## src/rtl/capw_pkg.sv

```systemverilog
package capw_pkg;

    localparam int ID_W  = 16;
    localparam int VER_W = 4;
    localparam int NXT_W = 12;
    localparam int HDR_W = ID_W + VER_W + NXT_W;

    typedef struct packed {
        logic [NXT_W-1:0] nxt;
        logic [VER_W-1:0] ver;
        logic [ID_W-1:0]  id;
    } capw_hdr_t;

    typedef enum logic [2:0] {
        S_IDLE    = 3'd0,
        S_READ    = 3'd1,
        S_CHECK   = 3'd2,
        S_WR_TAIL = 3'd3,
        S_WR_NEW  = 3'd4
    } capw_state_e;

    localparam logic OP_FIND   = 1'b0;
    localparam logic OP_APPEND = 1'b1;

endpackage

```

## src/rtl/capw_link_check.sv

```systemverilog
// Decides whether a link pointer lies inside the legal header window.
module capw_link_check #(
    parameter int unsigned BASE_OFF  = 256,
    parameter int unsigned CFG_BYTES = 4096,
    parameter int unsigned OFF_W     = 12
) (
    input  logic [OFF_W-1:0] ptr,
    output logic             in_range
);
    localparam int unsigned     LAST_OFF = CFG_BYTES - 8;
    localparam logic [OFF_W:0]  LO_LIM   = (OFF_W+1)'(BASE_OFF);
    localparam logic [OFF_W:0]  HI_LIM   = (OFF_W+1)'(LAST_OFF);

    logic [OFF_W:0] ptr_w;

    assign ptr_w    = {1'b0, ptr};
    assign in_range = (ptr_w >= LO_LIM) && (ptr_w <= HI_LIM);
endmodule

```

## src/rtl/capw_arg_check.sv

```systemverilog
// Validates the placement arguments of an append command.
module capw_arg_check #(
    parameter int unsigned BASE_OFF  = 256,
    parameter int unsigned CFG_BYTES = 4096,
    parameter int unsigned MIN_SIZE  = 8,
    parameter int unsigned OFF_W     = 12
) (
    input  logic [OFF_W-1:0] off,
    input  logic [OFF_W:0]   size,
    output logic             args_ok
);
    localparam int unsigned      SUM_W  = OFF_W + 2;
    localparam logic [SUM_W-1:0] END_LIM = SUM_W'(CFG_BYTES);
    localparam logic [SUM_W-1:0] LO_LIM  = SUM_W'(BASE_OFF);
    localparam logic [SUM_W-1:0] MIN_LIM = SUM_W'(MIN_SIZE);

    logic [SUM_W-1:0] off_w;
    logic [SUM_W-1:0] size_w;
    logic [SUM_W-1:0] end_w;

    assign off_w   = {2'b00, off};
    assign size_w  = {1'b0, size};
    assign end_w   = off_w + size_w;
    assign args_ok = (size_w >= MIN_LIM) && (end_w <= END_LIM) &&
                     (off_w >= LO_LIM) && (off[1:0] == 2'b00);
endmodule

```

## src/rtl/capw_walker.sv

```systemverilog
module capw_walker
    import capw_pkg::*;
#(
    parameter int unsigned BASE_OFF  = 256,
    parameter int unsigned CFG_BYTES = 4096,
    parameter int unsigned MAX_STEPS = 1024,
    parameter int unsigned MIN_SIZE  = 8
) (
    input  logic                        clk,
    input  logic                        rst_n,
    input  logic                        cmd_valid,
    input  logic                        cmd_op,
    input  logic [ID_W-1:0]             cmd_id,
    input  logic [VER_W-1:0]            cmd_ver,
    input  logic [NXT_W-1:0]            cmd_off,
    input  logic [NXT_W:0]              cmd_size,
    output logic                        busy,
    output logic                        done,
    output logic                        found,
    output logic [NXT_W-1:0]            res_off,
    output logic [NXT_W-1:0]            res_prev,
    output logic                        err,
    output logic                        mem_rd,
    output logic                        mem_wr,
    output logic [NXT_W-3:0]            mem_addr,
    output logic [HDR_W-1:0]            mem_wdata,
    input  logic [HDR_W-1:0]            mem_rdata
);
    localparam int unsigned OFF_W  = NXT_W;
    localparam int unsigned STEP_W = $clog2(MAX_STEPS + 1);
    localparam logic [OFF_W-1:0] BASE_PTR = OFF_W'(BASE_OFF);
    localparam logic [OFF_W-1:0] LAST_PTR = OFF_W'(CFG_BYTES - 8);

    typedef struct packed {
        capw_state_e       state;
        logic              append;
        logic [ID_W-1:0]   key;
        logic [VER_W-1:0]  ver;
        logic [OFF_W-1:0]  new_off;
        logic [OFF_W-1:0]  cur;
        logic [OFF_W-1:0]  prev;
        logic [OFF_W-1:0]  keep_next;
        logic [ID_W-1:0]   tail_id;
        logic [VER_W-1:0]  tail_ver;
        logic [STEP_W-1:0] steps;
        logic              done;
        logic              found;
        logic              err;
        logic [OFF_W-1:0]  res_off;
        logic [OFF_W-1:0]  res_prev;
    } walk_st_t;

    walk_st_t  st_d, st_q;
    capw_hdr_t rd_hdr;
    logic      link_ok;
    logic      args_ok;
    logic      last_step;

    assign rd_hdr = capw_hdr_t'(mem_rdata);

    capw_link_check #(
        .BASE_OFF (BASE_OFF),
        .CFG_BYTES(CFG_BYTES),
        .OFF_W    (OFF_W)
    ) u_link (
        .ptr     (rd_hdr.nxt),
        .in_range(link_ok)
    );

    capw_arg_check #(
        .BASE_OFF (BASE_OFF),
        .CFG_BYTES(CFG_BYTES),
        .MIN_SIZE (MIN_SIZE),
        .OFF_W    (OFF_W)
    ) u_args (
        .off    (cmd_off),
        .size   (cmd_size),
        .args_ok(args_ok)
    );

    // The header just read is the last one the walk may visit.
    assign last_step = ({1'b0, st_q.steps} + 1'b1) >= (STEP_W+1)'(MAX_STEPS);

    always_comb begin
        st_d      = st_q;
        st_d.done = 1'b0;
        case (st_q.state)
            S_IDLE: begin
                if (cmd_valid) begin
                    st_d.append    = (cmd_op == OP_APPEND);
                    st_d.key       = cmd_id;
                    st_d.ver       = cmd_ver;
                    st_d.new_off   = cmd_off;
                    st_d.cur       = BASE_PTR;
                    st_d.prev      = '0;
                    st_d.keep_next = '0;
                    st_d.steps     = '0;
                    st_d.found     = 1'b0;
                    st_d.err       = 1'b0;
                    st_d.res_off   = '0;
                    st_d.res_prev  = '0;
                    if (cmd_op == OP_APPEND && !args_ok) begin
                        st_d.err  = 1'b1;
                        st_d.done = 1'b1;
                    end else begin
                        st_d.state = S_READ;
                    end
                end
            end
            S_READ: st_d.state = S_CHECK;
            S_CHECK: begin
                st_d.state = S_IDLE;
                if (st_q.append && st_q.new_off == BASE_PTR) begin
                    // Head replacement keeps the stored link.
                    st_d.keep_next = rd_hdr.nxt;
                    st_d.prev      = '0;
                    st_d.state     = S_WR_NEW;
                end else if (st_q.steps == '0 && mem_rdata == '0) begin
                    st_d.done = 1'b1;
                    st_d.err  = st_q.append;
                end else if (!st_q.append && st_q.key != '0 &&
                             rd_hdr.id == st_q.key) begin
                    st_d.done     = 1'b1;
                    st_d.found    = 1'b1;
                    st_d.res_off  = st_q.cur;
                    st_d.res_prev = st_q.prev;
                end else if (rd_hdr.nxt == '0) begin
                    if (st_q.append) begin
                        st_d.prev      = st_q.cur;
                        st_d.tail_id   = rd_hdr.id;
                        st_d.tail_ver  = rd_hdr.ver;
                        st_d.keep_next = '0;
                        st_d.state     = S_WR_TAIL;
                    end else begin
                        st_d.done     = 1'b1;
                        st_d.res_prev = st_q.cur;
                    end
                end else if (!link_ok || last_step) begin
                    st_d.done = 1'b1;
                    st_d.err  = 1'b1;
                end else begin
                    st_d.prev  = st_q.cur;
                    st_d.cur   = rd_hdr.nxt;
                    st_d.steps = st_q.steps + 1'b1;
                    st_d.state = S_READ;
                end
            end
            S_WR_TAIL: st_d.state = S_WR_NEW;
            S_WR_NEW: begin
                st_d.state    = S_IDLE;
                st_d.done     = 1'b1;
                st_d.res_off  = st_q.new_off;
                st_d.res_prev = st_q.prev;
            end
            default: st_d.state = S_IDLE;
        endcase
    end

    always_ff @(posedge clk or negedge rst_n) begin
        if (!rst_n) st_q <= '0;
        else        st_q <= st_d;
    end

    always_comb begin
        mem_rd    = 1'b0;
        mem_wr    = 1'b0;
        mem_addr  = st_q.cur[OFF_W-1:2];
        mem_wdata = '0;
        case (st_q.state)
            S_READ: mem_rd = 1'b1;
            S_WR_TAIL: begin
                mem_wr    = 1'b1;
                mem_addr  = st_q.prev[OFF_W-1:2];
                mem_wdata = {st_q.new_off, st_q.tail_ver, st_q.tail_id};
            end
            S_WR_NEW: begin
                mem_wr    = 1'b1;
                mem_addr  = st_q.new_off[OFF_W-1:2];
                mem_wdata = {st_q.keep_next, st_q.ver, st_q.key};
            end
            default: ;
        endcase
    end

    assign busy     = (st_q.state != S_IDLE);
    assign done     = st_q.done;
    assign found    = st_q.found;
    assign err      = st_q.err;
    assign res_off  = st_q.res_off;
    assign res_prev = st_q.res_prev;

    AST_DONE_ONE_CYCLE: assert property (@(posedge clk) disable iff (!rst_n)
        done |=> !done);
    AST_DONE_NOT_BUSY: assert property (@(posedge clk) disable iff (!rst_n)
        done |-> !busy);
    AST_READ_IN_WINDOW: assert property (@(posedge clk) disable iff (!rst_n)
        mem_rd |-> (st_q.cur >= BASE_PTR && st_q.cur <= LAST_PTR));
    AST_STEPS_BOUNDED: assert property (@(posedge clk) disable iff (!rst_n)
        st_q.steps < STEP_W'(MAX_STEPS));
    AST_ERR_CLEARS_RESULT: assert property (@(posedge clk) disable iff (!rst_n)
        (done && err) |-> (!found && res_off == '0 && res_prev == '0));
    AST_WRITE_ALIGNED: assert property (@(posedge clk) disable iff (!rst_n)
        mem_wr |-> (st_q.new_off[1:0] == 2'b00 && st_q.new_off >= BASE_PTR));
    AST_NO_RD_WR_MIX: assert property (@(posedge clk) disable iff (!rst_n)
        !(mem_rd && mem_wr));
endmodule

```

## config.mk

```make
export PLATFORM = sky130hd
export DESIGN_NAME = capw_walker
export DESIGN_NICKNAME = d
export VERILOG_FILES = /design/src/rtl/capw_pkg.sv /design/src/rtl/capw_link_check.sv /design/src/rtl/capw_arg_check.sv /design/src/rtl/capw_walker.sv
export SDC_FILE = /design/constraint.sdc
export NUM_CORES = 1
export LEC_CHECK = 0
export BUFFER_PORTS_ARGS = -buffer_cell sky130_fd_sc_hd__buf_2
export CORE_AREA = 3 3 147 92
export DETAILED_ROUTE_END_ITERATION = 6
export DIE_AREA = 0 0 150 95
export GPL_TIMING_DRIVEN = 0
export PLACE_DENSITY = 0.87
export SETUP_SLACK_MARGIN = 0.15
export SYNTH_ARGS = -nofsm -noshare
export SYNTH_HDL_FRONTEND = slang
export SYNTH_HIERARCHICAL = 1
export SYNTH_SLANG_ARGS = --single-unit
```

## constraint.sdc

```tcl
create_clock -name clk -period 7.1 [get_ports clk]
set_clock_uncertainty 0.2 [all_clocks]
set_input_delay 2.13 -clock clk [delete_from_list [all_inputs] [get_ports clk]]
set_output_delay 2.13 -clock clk [all_outputs]
set_load 0.02 [all_outputs]
```

==> impl_metrics.yaml <==
sta:
  max-slew-margin-rel: 0.544
  finalSetupTns_ns: 0
  hold_viol: 0
  period_share: 0.705
  worst_slew_pin_slew_ns: 0.684
  finalWorstPathRequiredPeriod_ns: 5.00
  setup_viol: 0
  fmax_ghz: 0.200
  maxSlewViolCount: 0
  rsz0062_at_grt: "no"
clock_tree:
  cts.path.max_buffers: 2
  htree_num_levels: 4
  cts_buffers: 17
  clk_pin_slew_ns: 0.06
  cts_resized: 0
  cts_tree: "yes"
  hold_buffers: 0
  clkSinkCount: 130
  clock_latency_ns: 0.42
  post-cts-setup-buffers: 0
  cts-root-buf: "clkbuf_16"
die:
  die_w_um: 150
  io_pins: 153
  coreArea_um2: 12100
  row_count: 31
  die-area_um2: 14300
  initial_core_util: 0.603
  dieHeight_um: 95
synthesis:
  synth_edf_count: 0
  syn-cell-area_um2: 7300
  synth_async_sr_flop_share: 1.00
  synthMuxAreaShare: 0.0562
  synth_xor_area_frac: 0.0276
  syn_area_per_cell_um2: 9.62
  syn_inst: 759
  synth_area_leader_cell: "dfrtp_1"
  synth_top_cell_area_share: 0.446
  synth_warnings: 6
  yosys.area_share.adder: 0.0267
  synth_cell_types: 70
  yosysSeqAreaShare: 0.446
  ys_seq_elements: 130
  syn_nets: 855
  synth_area_leaders: "dfrtp_1 (45%), nand2_1 (7.4%), a22o_1 (6.4%)"
  synth_compound_area_frac: 0.197
  synth_top_family_by_area: "compound AO/OA/AOI/OAI gates"
  synthSimpleGateAreaFrac: 0.178
  synth_flop_cell: "dfrtp_1"
grt:
  grt_pass1_wl_mm: 35.1
  grt_max_degree: 91
  grt_usage: 0.320
  antenna_found_initial: 0
  grt_pass1_vias: 6453
  overflow: 0
worst_setup_path:
  cp_num_buf_inv: 3
  cp.depth: 5
  rr_worst_depth: 10
  startpoint_type: "register"
  worstPathRequired_ns: 4.77
  cp_max_fo: 10
  critPathSlowestCell: "clkbuf_1"
  critPathTopFamily: "buffers and inverters"
  cp-end-kind: "primary output"
  cp_cell_sequence: "nor3b_1 -> clkbuf_1 -> clkbuf_1 -> a22o_1 -> buf_2"
  cpMostUsedCell: "clkbuf_1"
  crit_arrival_ns: 2.67
  worst-setup-path-type: "register to primary output"
  cpPeakStageDelay_ns: 0.58
route:
  routed_via_density: 6.29
  route.met3.wl_mm: 2.66
  routed.top_layer: "met4"
  first_pass_iters: 6
  wirelength_met1_mm: 9.60
  wire_per_inst_um: 20.4
  wl_met2_mm: 9.78
  drc: 0
  postRouteAntennaNets: 0
  via_count: 6981
  routed_wirelength_mm: 22.6
  dr.first_iter.drc_count: 757
pwr:
  comb_power_share: 0.374
  seq_power_share: 0.342
  intPower_uw: 1950
  power_density_nw_per_um2: 372
  swShare: 0.414
  peakVddDrop_mv: 0.229
  power_uw: 3330
  pwr-share-clk: 0.284
  p_switching_uw: 1380
  leakage_uw: 0.00444
run_status:
  outcome: "completed"
layout:
  register_area_um2: 3250
  final_common_cell: "buf_2"
  antenna_cells: 0
  multi_input_area_um2: 3540
  layout_common_cells: "buf_2 (164), nand2_1 (144), dfrtp_1 (130)"
  layout.nets: 1027
  drive_gt1_frac: 0.299
  area_delta_synth_final_pct: 22.4
  fill_cells: 894
min_path:
  hold_class: "register to register"
  min_path_cells: 2
place:
  portBuffers: 152
  gp_congestion: 0.949
  hpwl_mm: 16.3
run:
  max-cap-violations: 0
synth_stat cells, drive strengths merged (4+ instances only):
cell type,count
or3,4
mux2,32
nor2,16
nand4,17
a21o,4
xor2,7
a21oi,17
nand2b,7
xnor2,16
and3,7
clkbuf,29
nor3,7
nand3,22
a22oi,23
a31oi,4
o31ai,14
buf,41
mux2i,5
nor4,22
inv,24
a22o,56
nand2,144
nor2b,5
dfrtp,130
a31o,4
o22ai,4
o21ai,41
ha,14
registers in the layout, indices dropped and copies added, names as in the netlist:
register	cells
res_off	12
st_q	103
res_prev	12
done	1
found	1
err	1
routing by layer:
layer / vias to the layer above / GRT usage
met2: 460 / 0.463
met1: 3367 / 0.466
li1: 3081 / -
met3: 73 / 0.0849
met4: 0 / 0.111
met5: - / 0
worst paths after layout:
check / startpoint / endpoint / slack, ns
setup / recovery: st_q[127]$_DFFE_PN0P_ / mem_wdata[23] / 2.10
hold / removal: st_q[107]$_DFFE_PN0P_ / st_q[107]$_DFFE_PN0P_ / 0.29
setup reg to reg: st_q[27]$_DFFE_PN0P_ / res_prev[7]$_DFFE_PN0P_ / 3.92
hold reg to reg: st_q[107]$_DFFE_PN0P_ / st_q[107]$_DFFE_PN0P_ / 0.29
max in group asynchronous: rst_n / st_q[28]$_DFFE_PN0P_ / 4.51
min in group asynchronous: rst_n / st_q[114]$_DFFE_PN0P_ / 1.42
cells by family after synthesis:
group / after synthesis
AND/OR/NAND/NOR: 268
AO/OA/AOI/OAI: 192
flip-flops: 130
buffers and inverters: 94
multiplexers: 37
XOR/XNOR: 23
adder cells (fa/ha/maj): 15
worst reg2reg max path, cell delays in order, from the launching register on:
cell and delay, ns:
dfrtp_1 0.39, inv_1 0.12, ha_1 0.16, nor4b_1 0.25, nand4_1 0.18, nor3_1 0.48
o32ai_1 0.18, nor2b_1 0.16, o311ai_1 0.16, buf_2 0.39, mux2_2 0.39
stage by stage:
stage | setup WS (ns) | utilization | hold WS (ns) | std cells | instance area, µm²
after floorplan | 2.46 | - | 0.247 | 759 | 7300
after global placement | 2.02 | 0.683 | 0.261 | 1076 | 8270
after detailed placement | 1.94 | 0.686 | 0.274 | 1077 | 8300
after CTS | 2.19 | 0.738 | 0.289 | 1109 | 8930
after global routing | 1.95 | 0.738 | 0.311 | 1109 | 8930
final | 2.10 | 0.738 | 0.287 | 1109 | 8930
power by group through the flow:
| stage | clock network [µW] | registers [µW] | logic (µW) |
|---|---|---|---|
| 2_1_floorplan | 0 | 1050 | 830 |
| 3_3_place_gp | 0 | 1120 | 1170 |
| 3_5_place_dp | 0 | 1130 | 1200 |
| 4_1_cts | 941 | 1120 | 1220 |
| 5_1_grt | 976 | 1150 | 1340 |
| 6_report | 944 | 1140 | 1240 |
cell type report:
class                           count  share of cell area
Buffer                             70              0.0459
Tap cell                          165              0.0231
Timing Repair Buffer              153              0.0889
Sequential cell                   130               0.364
Inverter                           24              0.0101
Clock inverter                     12              0.0199
Multi-Input combinational cell    535               0.397
Clock buffer                       20              0.0511
(Power assumes the default switching activity.)
